$ cat config.mk
export PLATFORM = sky130hd
export DESIGN_NAME = fbsc_top
export DESIGN_NICKNAME = d
export VERILOG_FILES = /design/src/rtl/fbsc_pkg.sv /design/src/rtl/fbsc_regs.sv /design/src/rtl/fbsc_timing.sv /design/src/rtl/fbsc_fetch.sv /design/src/rtl/fbsc_pixout.sv /design/src/rtl/fbsc_top.sv
export SDC_FILE = /design/constraint.sdc
export NUM_CORES = 1
export LEC_CHECK = 0
export BUFFER_PORTS_ARGS = -buffer_cell sky130_fd_sc_hd__buf_2
export CORE_MARGIN = 8
export CORE_UTILIZATION = 25
export CTS_CLUSTER_DIAMETER = 100
export DETAILED_ROUTE_END_ITERATION = 10
export PLACE_DENSITY = 0.52
export SKIP_LAST_GASP = 1
export SYNTH_ARGS = -nofsm -noshare
export SYNTH_HDL_FRONTEND = slang
export SYNTH_SLANG_ARGS = --single-unit
$ cat constraint.sdc
create_clock -name clk -period 6.2 [get_ports clk]
set_clock_uncertainty 0.05 [all_clocks]
set_input_delay 0 -clock clk [delete_from_list [all_inputs] [get_ports clk]]
set_output_delay 0 -clock clk [all_outputs]
set_load 0.02 [all_outputs]
$ cat src/rtl/fbsc_pkg.sv
// Shared types for the scanout controller.
// Assumes pixel words are 32 bits with the colour in the low 24 bits.
package fbsc_pkg;

    typedef struct packed {
        logic [7:0] r;
        logic [7:0] g;
        logic [7:0] b;
    } rgb_t;

    // Splits a memory word into its three colour lanes; the top byte is dropped.
    function automatic rgb_t word_to_rgb(input logic [31:0] w);
        rgb_t c;
        c.r = w[23:16];
        c.g = w[15:8];
        c.b = w[7:0];
        return c;
    endfunction

endpackage

$ cat src/rtl/fbsc_regs.sv
// Register file: base address (index 0) and control (index 1).
// Assumes single-cycle writes; the read data is combinational on reg_idx.
module fbsc_regs #(
    parameter int ADDR_W    = 32,
    parameter int KEEP_BITS = 11
) (
    input  logic              clk,
    input  logic              rst_n,
    input  logic              reg_we,
    input  logic              reg_idx,
    input  logic [ADDR_W-1:0] reg_wdata,
    output logic [ADDR_W-1:0] reg_rdata,
    output logic [ADDR_W-1:0] base_o,
    output logic              en_o,
    output logic              rot_o
);
    localparam int DROP = ADDR_W - KEEP_BITS;

    logic [ADDR_W-1:0] base_q;
    logic              en_q;
    logic              rot_q;
    logic              unused_wbits;

    assign unused_wbits = ^reg_wdata[DROP-1:2];

    // Register write: base keeps its upper bits only, control keeps two bits.
    always_ff @(posedge clk) begin
        if (!rst_n) begin
            base_q <= '0;
            en_q   <= 1'b0;
            rot_q  <= 1'b0;
        end else if (reg_we) begin
            if (!reg_idx) begin
                base_q <= {reg_wdata[ADDR_W-1:DROP], {DROP{1'b0}}};
            end else begin
                en_q  <= reg_wdata[0];
                rot_q <= reg_wdata[1];
            end
        end
    end

    // Read mux on the selected index.
    always_comb begin
        if (reg_idx) reg_rdata = {{(ADDR_W-2){1'b0}}, rot_q, en_q};
        else         reg_rdata = base_q;
    end

    assign base_o = base_q;
    assign en_o   = en_q;
    assign rot_o  = rot_q;

    AST_BASE_LOW_ZERO: assert property (@(posedge clk) disable iff (!rst_n)
        base_q[DROP-1:0] == '0);

endmodule

$ cat src/rtl/fbsc_timing.sv
// Raster counters and fetch-side sync generation.
// Assumes the blanking intervals are non-zero. The outputs describe the
// pixel being fetched, not the pixel on the pins.
module fbsc_timing #(
    parameter int H_ACT = 640,
    parameter int H_FP  = 16,
    parameter int H_SW  = 96,
    parameter int H_BP  = 48,
    parameter int V_ACT = 480,
    parameter int V_FP  = 10,
    parameter int V_SW  = 2,
    parameter int V_BP  = 33,
    localparam int H_TOT = H_ACT + H_FP + H_SW + H_BP,
    localparam int V_TOT = V_ACT + V_FP + V_SW + V_BP,
    localparam int HCW   = $clog2(H_TOT),
    localparam int VCW   = $clog2(V_TOT)
) (
    input  logic           clk,
    input  logic           rst_n,
    output logic [HCW-1:0] hcnt,
    output logic [VCW-1:0] vcnt,
    output logic           active,
    output logic           hsync_n,
    output logic           vsync_n,
    output logic           frame_tick
);
    localparam int HS_BEG = H_ACT + H_FP;
    localparam int HS_END = HS_BEG + H_SW;
    localparam int VS_BEG = V_ACT + V_FP;
    localparam int VS_END = VS_BEG + V_SW;

    // Pixel and line counters, wrapping at the frame end.
    always_ff @(posedge clk) begin
        if (!rst_n) begin
            hcnt <= '0;
            vcnt <= '0;
        end else if (hcnt == HCW'(H_TOT-1)) begin
            hcnt <= '0;
            vcnt <= (vcnt == VCW'(V_TOT-1)) ? '0 : vcnt + 1'b1;
        end else begin
            hcnt <= hcnt + 1'b1;
        end
    end

    // Area decode and sync pulses from the counters.
    always_comb begin
        active     = (hcnt < HCW'(H_ACT)) && (vcnt < VCW'(V_ACT));
        hsync_n    = !((hcnt >= HCW'(HS_BEG)) && (hcnt < HCW'(HS_END)));
        vsync_n    = !((vcnt >= VCW'(VS_BEG)) && (vcnt < VCW'(VS_END)));
        frame_tick = (hcnt == '0) && (vcnt == VCW'(VS_BEG));
    end

    AST_HCNT_BOUND: assert property (@(posedge clk) disable iff (!rst_n)
        hcnt < HCW'(H_TOT));
    AST_VSYNC_AT_LINE_START: assert property (@(posedge clk) disable iff (!rst_n)
        (vsync_n != $past(vsync_n)) |-> (hcnt == '0));

endmodule

$ cat src/rtl/fbsc_fetch.sv
// Per-frame shadow of base and rotate, and word address generation.
// Assumes PITCH >= H_ACT. Issues one request per visible pixel while enabled.
module fbsc_fetch #(
    parameter int ADDR_W = 32,
    parameter int H_ACT  = 640,
    parameter int V_ACT  = 480,
    parameter int PITCH  = 1024,
    parameter int HCW    = 10,
    parameter int VCW    = 10
) (
    input  logic              clk,
    input  logic              rst_n,
    input  logic [HCW-1:0]    hcnt,
    input  logic [VCW-1:0]    vcnt,
    input  logic              active,
    input  logic              frame_tick,
    input  logic              en,
    input  logic              rot,
    input  logic [ADDR_W-1:0] base,
    output logic              mem_req,
    output logic [ADDR_W-1:0] mem_addr
);
    logic [ADDR_W-1:0] sh_base;
    logic              sh_rot;
    logic [HCW-1:0]    xs;
    logic [VCW-1:0]    ys;
    logic [ADDR_W-1:0] off;

    // Latch base and rotate once per frame, at the first vsync clock.
    always_ff @(posedge clk) begin
        if (!rst_n) begin
            sh_base <= '0;
            sh_rot  <= 1'b0;
        end else if (frame_tick) begin
            sh_base <= base;
            sh_rot  <= rot;
        end
    end

    // Mirror the coordinates when rotated and form the byte address.
    always_comb begin
        xs       = sh_rot ? HCW'(H_ACT-1) - hcnt : hcnt;
        ys       = sh_rot ? VCW'(V_ACT-1) - vcnt : vcnt;
        off      = ADDR_W'(ys) * ADDR_W'(PITCH) + ADDR_W'(xs);
        mem_addr = sh_base + (off << 2);
        mem_req  = en && active;
    end

    AST_SHADOW_HOLDS: assert property (@(posedge clk) disable iff (!rst_n)
        !frame_tick |=> ($stable(sh_base) && $stable(sh_rot)));

endmodule

$ cat src/rtl/fbsc_pixout.sv
// Aligns syncs and the request flag with returned memory data and registers
// the pins. Assumes the memory answers exactly LAT clocks after a request.
module fbsc_pixout #(
    parameter int LAT = 2
) (
    input  logic        clk,
    input  logic        rst_n,
    input  logic        req_i,
    input  logic        hsync_n_i,
    input  logic        vsync_n_i,
    input  logic [31:0] mem_rdata,
    output logic        disp_hsync_n,
    output logic        disp_vsync_n,
    output logic        disp_de,
    output logic [7:0]  disp_r,
    output logic [7:0]  disp_g,
    output logic [7:0]  disp_b
);
    import fbsc_pkg::*;

    logic [LAT-1:0] req_p;
    logic [LAT-1:0] hs_p;
    logic [LAT-1:0] vs_p;
    rgb_t           px;
    logic           unused_top;

    assign px         = word_to_rgb(mem_rdata);
    assign unused_top = ^mem_rdata[31:24];

    // Delay line covering the memory latency.
    always_ff @(posedge clk) begin
        if (!rst_n) begin
            req_p <= '0;
            hs_p  <= '1;
            vs_p  <= '1;
        end else begin
            req_p[0] <= req_i;
            hs_p[0]  <= hsync_n_i;
            vs_p[0]  <= vsync_n_i;
            for (int i = 1; i < LAT; i++) begin
                req_p[i] <= req_p[i-1];
                hs_p[i]  <= hs_p[i-1];
                vs_p[i]  <= vs_p[i-1];
            end
        end
    end

    // Output register: colour only for requested pixels.
    always_ff @(posedge clk) begin
        if (!rst_n) begin
            disp_hsync_n <= 1'b1;
            disp_vsync_n <= 1'b1;
            disp_de      <= 1'b0;
            disp_r       <= '0;
            disp_g       <= '0;
            disp_b       <= '0;
        end else begin
            disp_hsync_n <= hs_p[LAT-1];
            disp_vsync_n <= vs_p[LAT-1];
            disp_de      <= req_p[LAT-1];
            disp_r       <= req_p[LAT-1] ? px.r : 8'd0;
            disp_g       <= req_p[LAT-1] ? px.g : 8'd0;
            disp_b       <= req_p[LAT-1] ? px.b : 8'd0;
        end
    end

    AST_RGB_ZERO_IDLE: assert property (@(posedge clk) disable iff (!rst_n)
        !disp_de |-> ({disp_r, disp_g, disp_b} == 24'd0));

endmodule

$ cat src/rtl/fbsc_top.sv
// Scanout controller top: registers, raster timing, fetch and pixel output.
// Assumes a read port with fixed latency LAT and no back-pressure.
module fbsc_top #(
    parameter int ADDR_W    = 32,
    parameter int KEEP_BITS = 11,
    parameter int PITCH     = 1024,
    parameter int LAT       = 2,
    parameter int H_ACT     = 640,
    parameter int H_FP      = 16,
    parameter int H_SW      = 96,
    parameter int H_BP      = 48,
    parameter int V_ACT     = 480,
    parameter int V_FP      = 10,
    parameter int V_SW      = 2,
    parameter int V_BP      = 33
) (
    input  logic              clk,
    input  logic              rst_n,
    input  logic              reg_we,
    input  logic              reg_idx,
    input  logic [ADDR_W-1:0] reg_wdata,
    output logic [ADDR_W-1:0] reg_rdata,
    output logic              mem_req,
    output logic [ADDR_W-1:0] mem_addr,
    input  logic [31:0]       mem_rdata,
    output logic              disp_hsync_n,
    output logic              disp_vsync_n,
    output logic              disp_de,
    output logic [7:0]        disp_r,
    output logic [7:0]        disp_g,
    output logic [7:0]        disp_b
);
    localparam int H_TOT = H_ACT + H_FP + H_SW + H_BP;
    localparam int V_TOT = V_ACT + V_FP + V_SW + V_BP;
    localparam int HCW   = $clog2(H_TOT);
    localparam int VCW   = $clog2(V_TOT);

    logic [ADDR_W-1:0] base;
    logic              en;
    logic              rot;
    logic [HCW-1:0]    hcnt;
    logic [VCW-1:0]    vcnt;
    logic              active;
    logic              hs_n;
    logic              vs_n;
    logic              frame_tick;

    fbsc_regs #(.ADDR_W(ADDR_W), .KEEP_BITS(KEEP_BITS)) u_regs (
        .clk(clk), .rst_n(rst_n), .reg_we(reg_we), .reg_idx(reg_idx),
        .reg_wdata(reg_wdata), .reg_rdata(reg_rdata),
        .base_o(base), .en_o(en), .rot_o(rot)
    );

    fbsc_timing #(
        .H_ACT(H_ACT), .H_FP(H_FP), .H_SW(H_SW), .H_BP(H_BP),
        .V_ACT(V_ACT), .V_FP(V_FP), .V_SW(V_SW), .V_BP(V_BP)
    ) u_timing (
        .clk(clk), .rst_n(rst_n), .hcnt(hcnt), .vcnt(vcnt), .active(active),
        .hsync_n(hs_n), .vsync_n(vs_n), .frame_tick(frame_tick)
    );

    fbsc_fetch #(
        .ADDR_W(ADDR_W), .H_ACT(H_ACT), .V_ACT(V_ACT), .PITCH(PITCH),
        .HCW(HCW), .VCW(VCW)
    ) u_fetch (
        .clk(clk), .rst_n(rst_n), .hcnt(hcnt), .vcnt(vcnt), .active(active),
        .frame_tick(frame_tick), .en(en), .rot(rot), .base(base),
        .mem_req(mem_req), .mem_addr(mem_addr)
    );

    fbsc_pixout #(.LAT(LAT)) u_pixout (
        .clk(clk), .rst_n(rst_n), .req_i(mem_req), .hsync_n_i(hs_n),
        .vsync_n_i(vs_n), .mem_rdata(mem_rdata),
        .disp_hsync_n(disp_hsync_n), .disp_vsync_n(disp_vsync_n),
        .disp_de(disp_de), .disp_r(disp_r), .disp_g(disp_g), .disp_b(disp_b)
    );

endmodule

* After elaboration in Yosys (flattened, before gate mapping)
Cells that the tools add are included.
** Operators by class
- $add $sub $neg :: 6
- Order comparisons :: 6
- Equality and inequality tests :: 3
- Multiplexer cells :: 4
- Bitwise gates (word level) :: 2
- Reductions and logical operators :: 12
** Operator list (count)
- $add 32x32->32 :: 1
- $mux 32 :: 1
- $mux 10 :: 3
- $add 20x10->21 :: 1
- $add 10x1->10 const B :: 2
- $eq 10x10->1 const B :: 2
- $lt 10x10->1 const B :: 2
- $lt 10x9->1 const B :: 2
- $eq 10x9->1 const B :: 1
- $ge 10x10->1 const B :: 1
- $ge 10x9->1 const B :: 1
- $logic_not 10->1 :: 1
- $sub 10x10->10 const A :: 1
- $sub 9x10->10 const A :: 1
- $reduce_and 2->1 :: 3
- $logic_and 1x1->1 :: 5
- $logic_not 1->1 :: 2
- $not 1->1 :: 2
- $reduce_or 2->1 :: 1
** Word-level totals
- Bits in registers :: 78
- Output and inout port bits :: 92
- Logic and storage cells :: 49

* Longest topological paths before layout
Gate-level depths: netlist of the first run.
- Depth after elaboration :: 4
- Depth in mapped cells :: 9
- Gate-level depth less buffers :: 9

* Hierarchy
Synthesis of the first run repeated with hierarchy kept, for this count alone.
** Unflattened totals
- Cells, all modules :: 648
- Area, all modules :: 5746.8 um2
** By module, submodules not included
- fbsc_fetch :: instances 1, cells an instance 341, area each 2892.8 um2
- fbsc_timing :: instances 1, cells an instance 123, area each 1032.2 um2
- fbsc_regs :: instances 1, cells an instance 113, area each 925.9 um2
- fbsc_pixout :: instances 1, cells an instance 71, area each 895.9 um2

* Worst setup path after synthesis of the first run
No wires, ideal clock.
- Kind :: reg2out
- Start :: reg u_fetch.sh_rot
- End :: out mem_addr[31]
- Data arrival time :: 2102 ps
- Required time :: 6150 ps
- Slack :: 4048 ps
- Stages on the path, launching flop included :: 10
- Cells stage by stage :: dfxtp_1 -> clkbuf_1 -> nand4_1 -> xnor2_1 -> ha_1 -> ha_1 -> nand2_1 -> nor2_1 -> nand3_1 -> xnor2_1
** On the way
- Word-level cells in the longest chain between the ends :: 3
** Ends and longest elaborated chain
- from (decl) :: line fbsc_fetch.sv:24 : logic sh_rot;
- from (signal assigned) :: line fbsc_fetch.sv:36 : sh_rot <= rot;
- $mux 10 (on tied branches) :: line fbsc_fetch.sv:42, fbsc_fetch.sv:43
- $add 20x10->21 * :: line fbsc_fetch.sv:44 : off = ADDR_W'(ys) * ADDR_W'(PITCH) + ADDR_W'(xs);
- $add 32x32->32 * :: line fbsc_fetch.sv:45 : mem_addr = sh_base + (off << 2);
- to (decl) :: line fbsc_top.sv:24 : output logic [ADDR_W-1:0] mem_addr,
Mark *: on every way between the ends. The rest lies on a longest branch, timed or not.

* Final worst setup path of the first run
Same ends and word-level chain as after synthesis.

==> out/metrics.yaml, run 1 <==
cells_and_area:
  syn_to_final_growth_pct: 35.75
  drive_gt1_frac: 0.2391
  nets: 625
routing:
  drt_pass1_iterations: 4
  drt-initial-drc-count: 119
  wl_per_cell_um: 13.44
  routed_wirelength_um: 9908
  final_antenna_net_count: 0
  viasPerCell: 4.307
  vias: 3174
  drc: 0
power:
  combPwrFrac: 0.072
  clockPowerShare: 0.479
  vdd_drop_max_v: 0.0001120
  power_mw: 1.146
  powerDensity_mw_per_mm2: 234.8
  seq_power_share: 0.449
  p_leak_nw: 2.244
  p_sw_mw: 0.2793
  internal-power_mw: 0.8665
  sw_frac_of_total: 0.2437
cts:
  htree_levels: 3
  clk_pin_slew_ps: 60
  clock_path_buffers: 2
  cts_sinks: 78
  cts_made_buffers: 9
  cts_root_buf: "clkbuf_16"
  clk_latency_ps: 340
  tritoncts: "yes"
  postCtsSetupRepairBufs: 0
timing:
  fin_crit_ps: 2906
  fin_hold_ws_ps: 40.37
  slew_headroom: 0.3820
  fmax_mhz: 344.1
  maxSlewViolCount: 0
  finalHoldViolCount: 0
  tightest_slew_ps: 925.7
  setup_tns_ps: 0
  finalCritPeriodShare: 0.4687
  rsz0062_at_grt: "false"
  final-setup-viol-count: 0
floorplan:
  dieArea_sq_mm: 0.01847
  die_y_um: 135.9
  die_w_um: 135.9
  io_pins: 160
  rows: 44
  start_util: 0.2511
  core_area_sq_mm: 0.01431
place:
  gp_congestion: 0.8282
  post-dp-hpwl_um: 7053
  port-buffer-count: 111
worst_setup_path:
  critPathSlowestCell: "dfxtp_1"
  startpoint_type: "flop"
  path_max_fanout: 21
  required_ps: 6150
  cpPeakStageDelay_ps: 930
  path_cells: "nand4_1, xnor2_1, ha_1, ha_1, nand2_1, nor2_1, nand3_1, xnor2_1, buf_2"
  critPathTopFamily: "flip-flops"
  crit_arrival_ps: 2860
  critPathKind: "flop to output port"
  reg2reg_slack_ps: 3990
  crit_buf_inv: 1
  end_kind: "output port"
synth:
  synth-edff-count: 0
  synth_seq_cells: 78
  yosysWarningCount: 0
  async_reset_ff_frac: 0
  syn_area_sq_mm: 0.003595
  ys.flop_type: "dfxtp_1"
  synthCells: 418
  ys_types: 40
  yosysSeqAreaShare: 0.4344
  synth_area_per_cell_sq_um: 8.600
grt:
  grt_antenna_before_repair: 0
  grt_overflow: 0
  grt_start_max_net_pins: 37
  grt_pass1_vias: 3216
  grt_usage: 0.1054
  grt_pass1_wl_um: 15820
run:
  drv_cap: 0
hold_path:
  hp-class: "primary input to flop"
outcome:
  status: "finished clean"
==> cells in the mapped netlist, drive strengths merged (2+ instances only) <==
master,n,area (sq um)
nor4,4,25.02
or4,3,26.27
and4,2,17.52
xor2,19,166.4
nand3b,2,15.01
buf,27,198.9
nand2,38,145.1
and2,5,31.28
clkbuf,27,101.4
ha,10,125.1
a21oi,32,160.2
and3,28,176.4
o21ai,17,85.08
nor2,21,78.83
nand3,26,130.1
nand4,7,43.79
nand4b,2,17.52
nor2b,12,75.07
dfxtp,78,1562
xnor2,17,148.9
nor3,5,25.02
nor3b,3,22.52
inv,10,37.54
or3,6,37.54
and4b,2,20.02
nand2b,6,37.54
==> flip-flops by register name, summed over array words and instances (netlist names), 8 cells and up <==
| register | cells |
|---|---|
| u_timing.vcnt | 10 |
| u_fetch.sh_base | 11 |
| u_timing.hcnt | 10 |
| u_pixout.disp_r | 8 |
| u_pixout.disp_g | 8 |
| u_regs.base_o | 11 |
| u_pixout.disp_b | 8 |
==> cell families after synthesis <==
logic type,count (synthesis),share of synthesized area
compound gates,52,0.07449
xor+xnor,36,0.08771
fa+ha+maj,10,0.03481
buf+inv,65,0.09502
flops,78,0.4344
mux,1,0.002785
other cells,1,0.001043
simple gates,175,0.2698
==> layout make-up <==
class | instances | area (sq um)
Antenna cell | 1 | 2.502
Clock buffer | 9 | 225.2
Clock inverter | 7 | 86.33
Fill cell | 1459 | 9434
Inverter | 11 | 41.29
Multi-Input combinational cell | 295 | 1767
Sequential cell | 78 | 1562
Tap cell | 184 | 230.2
Timing Repair Buffer | 152 | 965.9
==> layout by cell type (no fill, tap or decap), drive strengths merged, types with 2 or more instances in the layout <==
master	netlist	layout
xnor2	17	17
nor3	5	5
nor2b	12	12
clkbuf	27	9
nand3	26	26
or4	3	3
conb	1	21
xor2	19	19
dfxtp	78	78
and2	5	5
or3	6	6
buf	27	111
nand4	7	7
nand2	38	38
o21ai	17	17
nand2b	6	6
dlygate4sd3	0	41
ha	10	10
nor2	21	21
nand3b	2	2
and4	2	2
and3	28	28
inv	10	15
nor4	4	4
and4b	2	2
nand4b	2	2
a21oi	32	32
nor3b	3	3
==> layer usage <==
metal,global-route usage,share of wire
met4,0.04820,0.023
met1,0.1181,0.42
met2,0.1870,0.51
met3,0.02291,0.052
met5,0,0
==> repair_timing <==
action,CTS,global route
resized for setup,0,0
hold endpoints to repair,37,0
hold buffers,41,0
endpoints found under the setup margin,0,0
==> per-stage QoR <==
step	util	cell area [sq um]	setup slack, ps	cells
after global routing	0.3407	4877	2976	736
final	0.3409	4880	3294	737
after detailed placement	0.2903	4155	3604	679
after CTS	0.3407	4877	3245	736
after floorplan	-	3670	4048	438
after global placement	0.2903	4155	3625	679
==> path summary, 6_finish.rpt <==
check / cells past startpoint / end / from
max: 9 / mem_addr[31] / u_fetch.sh_rot$_SDFFE_PN0P_
min: 2 / u_pixout.disp_vsync_n$_SDFF_PN1_ / rst_n
max reg2reg: 5 / u_timing.vcnt[4]$_SDFFE_PN0P_ / u_timing.hcnt[0]$_SDFF_PP0_
min reg2reg: 1 / u_pixout.disp_vsync_n$_SDFF_PN1_ / u_pixout.vs_p[1]$_SDFF_PN1_
==> power groups by stage <==
| stage | Combinational [mW] | Clock, mW | Sequential, mW |
|---|---|---|---|
| after floorplan | 0.0493 | 0 | 0.524 |
| after global placement | 0.0611 | 0 | 0.526 |
| after detailed placement | 0.0619 | 0 | 0.526 |
| after CTS | 0.0813 | 0.561 | 0.514 |
| after global routing | 0.0901 | 0.583 | 0.515 |
| final | 0.0821 | 0.549 | 0.515 |
Power figures use the tool's default switching activity.
==> inputs of run 2 (changes only) <==
==> constraint.sdc (replaced) <==
create_clock -name clk -period 2.7 [get_ports clk]
set_clock_uncertainty 0.05 [all_clocks]
set_input_delay 0 -clock clk [delete_from_list [all_inputs] [get_ports clk]]
set_output_delay 0 -clock clk [all_outputs]
set_load 0.02 [all_outputs]
==> run 2 against run 1 <==
  * Global-route usage grew 0.18 points
  * First-iteration DRC count grew 20%
  * Cell count grew 0.41%
  * Sequential power grew 130%
  * Count of clock-buffer cells in the layout is the same
  * Via count grew 0.69%
  * Final area grew 0.26%
  * Critical path type unchanged
  * Critical endpoint unchanged
  * Largest power group unchanged
  * Highest routed layer unchanged
==> out/metrics.yaml, run 2 (synthesized netlist as in run 1, its figures left out) <==
routing:
  wl_met1_um: 4245  # +2.1%
  drt_pass1_iterations: 4  # unchanged
  viasPerCell: 4.319  # +0.28%
  routed_wirelength_um: 10100  # +1.9%
  routed-wl-met3_um: 537  # +4.5%
  wl_met2_um: 5131  # +2.5%
  drt-initial-drc-count: 143  # +20%
  vias: 3196  # +0.69%
  highest_layer: "met4"
  final_antenna_net_count: 0  # unchanged
  wl_per_cell_um: 13.65  # +1.5%
  drc: 0  # unchanged
worst_setup_path:
  reg2reg_slack_ps: 560  # -3430 ps
  path_cells: "nand4_1, xnor2_1, ha_1, ha_1, nand2_1, nor2_1, nand3_1, xnor2_1, buf_2"
  end_kind: "output port"
  path_max_fanout: 10  # -52%
  critPathKind: "flop to output port"
  startpoint_type: "flop"
  required_ps: 2650  # -3500 ps
  crit_arrival_ps: 2350  # -510 ps
  cpPeakStageDelay_ps: 520  # -410 ps
  critPathSlowestCell: "dfxtp_1"
  crit_buf_inv: 1  # unchanged
  critPathTopFamily: "simple AND/OR/NAND/NOR gates"
grt:
  grt_start_max_net_pins: 37  # unchanged
  grt_antenna_before_repair: 0  # unchanged
  grt_usage: 0.1073  # +0.001816
  grt_overflow: 0  # unchanged
  grt_pass1_vias: 3204  # -0.37%
  grt_pass1_wl_um: 15880  # +0.35%
timing:
  maxSlewViolCount: 0  # unchanged
  slew_headroom: 0.5526  # +0.1706
  finalCritPeriodShare: 0.8876
  fmax_mhz: 417.3
  setup_tns_ps: 0  # unchanged
  finalHoldViolCount: 0  # unchanged
  final-setup-viol-count: 0  # unchanged
  tightest_slew_ps: 665.0  # -260.7 ps
  fin_hold_ws_ps: 52.21  # +11.84 ps
  rsz0062_at_grt: "false"
  fin_crit_ps: 2396
cells_and_area:
  syn_to_final_growth_pct: 36.09
  n_antenna_cell: 0  # -1
  stdcell_count: 740  # +0.41%
  seqCellArea_sq_mm: 0.001562  # unchanged
  fin_util: 0.3418  # +0.0008740
  final_cell_mix: "buf_2 (111), dfxtp_1 (78), dlygate4sd3_1 (41), nand2_1 (37), a21oi_1 (32)"
  layout_commonest_cell: "buf_2"
  drive_gt1_frac: 0.2446  # +0.005474
  fillCellCount: 1489  # +2.1%
  multi_input_area_sq_mm: 0.001767  # unchanged
  nets: 629  # +0.64%
cts:
  htree_levels: 3  # unchanged
  cts_resized: 0  # unchanged
  cts_made_buffers: 9  # unchanged
  clock_path_buffers: 2  # unchanged
  tritoncts: "yes"
  clk_pin_slew_ps: 70  # about the same
  clk_latency_ps: 340  # about the same
  cts_sinks: 78  # unchanged
  cts_root_buf: "clkbuf_16"
power:
  p_leak_nw: 2.263  # +0.85%
  power_mw: 2.578  # +130%
  powerDensity_mw_per_mm2: 527.0  # +120%
  vdd_drop_max_v: 0.0003667  # +230%
floorplan:
  core_area_sq_mm: 0.01431  # unchanged
  die_w_um: 135.9  # unchanged
  start_util: 0.2511  # unchanged
  die_y_um: 135.9  # unchanged
  rows: 44  # unchanged
  dieArea_sq_mm: 0.01847  # unchanged
  io_pins: 160  # unchanged
place:
  port-buffer-count: 111  # unchanged
  gp_congestion: 0.7708  # -6.9%
  placed_cells: 683  # +0.59%
  post-dp-hpwl_um: 7215  # +2.3%
hold_path:
  hp-class: "primary input to flop"
outcome:
  status: "finished clean"
run:
  drv_cap: 0  # unchanged
==> run 2: worst register-to-register path: cells and delay by family (launching register included) <==
family	cells	cell delay, ps
simple gates	3	1190
compound gates	1	140
flops	1	410
fa+ha+maj	1	300
==> run 2: what timing repair did <==
| item | 4_1_cts | 5_1_grt |
|---|---|---|
| hold buffers | 41 | 0 |
| setup buffers | 0 | 0 |
| hold endpoints to repair | 37 | 0 |
| endpoints found under the setup margin | 0 | 0 |
==> run 2: per-layer routing <==
metal  track usage  up-vias
met3       0.02661       15
li1              -     1635
met5             0        -
met4       0.04271        0
met1        0.1190     1472
met2        0.1919       74
==> run 2: path summary, 6_finish.rpt <==
check / start / cells after the start / end
worst max-delay path: u_timing.vcnt[7]$_SDFFE_PN0P_ / 9 / mem_addr[31]
worst min-delay path: rst_n / 2 / u_pixout.disp_vsync_n$_SDFF_PN1_
worst max register to register: u_timing.hcnt[0]$_SDFF_PP0_ / 5 / u_timing.vcnt[4]$_SDFFE_PN0P_
worst min register to register: u_pixout.vs_p[1]$_SDFF_PN1_ / 1 / u_pixout.disp_vsync_n$_SDFF_PN1_
==> run 2: power by group <==
part | internal [mW] | switching [mW]
clock network | 0.659 | 0.548
logic | 0.0862 | 0.105
registers | 1.17 | 0.0154
total | 1.91 | 0.668
==> run 2: cell type report <==
cell class / instances / area share
Clock buffer: 9 / 0.04604
Clock inverter: 7 / 0.01458
Inverter: 11 / 0.008440
Multi-Input combinational cell: 295 / 0.3611
Sequential cell: 78 / 0.3192
Tap cell: 184 / 0.04706
Timing Repair Buffer: 156 / 0.2036
==> run 2: per-stage QoR <==
step                      setup slack (ps)  area, sq um
after floorplan                      547.7         3670
after global placement               564.4         4185
after detailed placement             553.5         4185
after CTS                            258.7         4892
after global routing                 80.92         4892
final                                303.6         4892
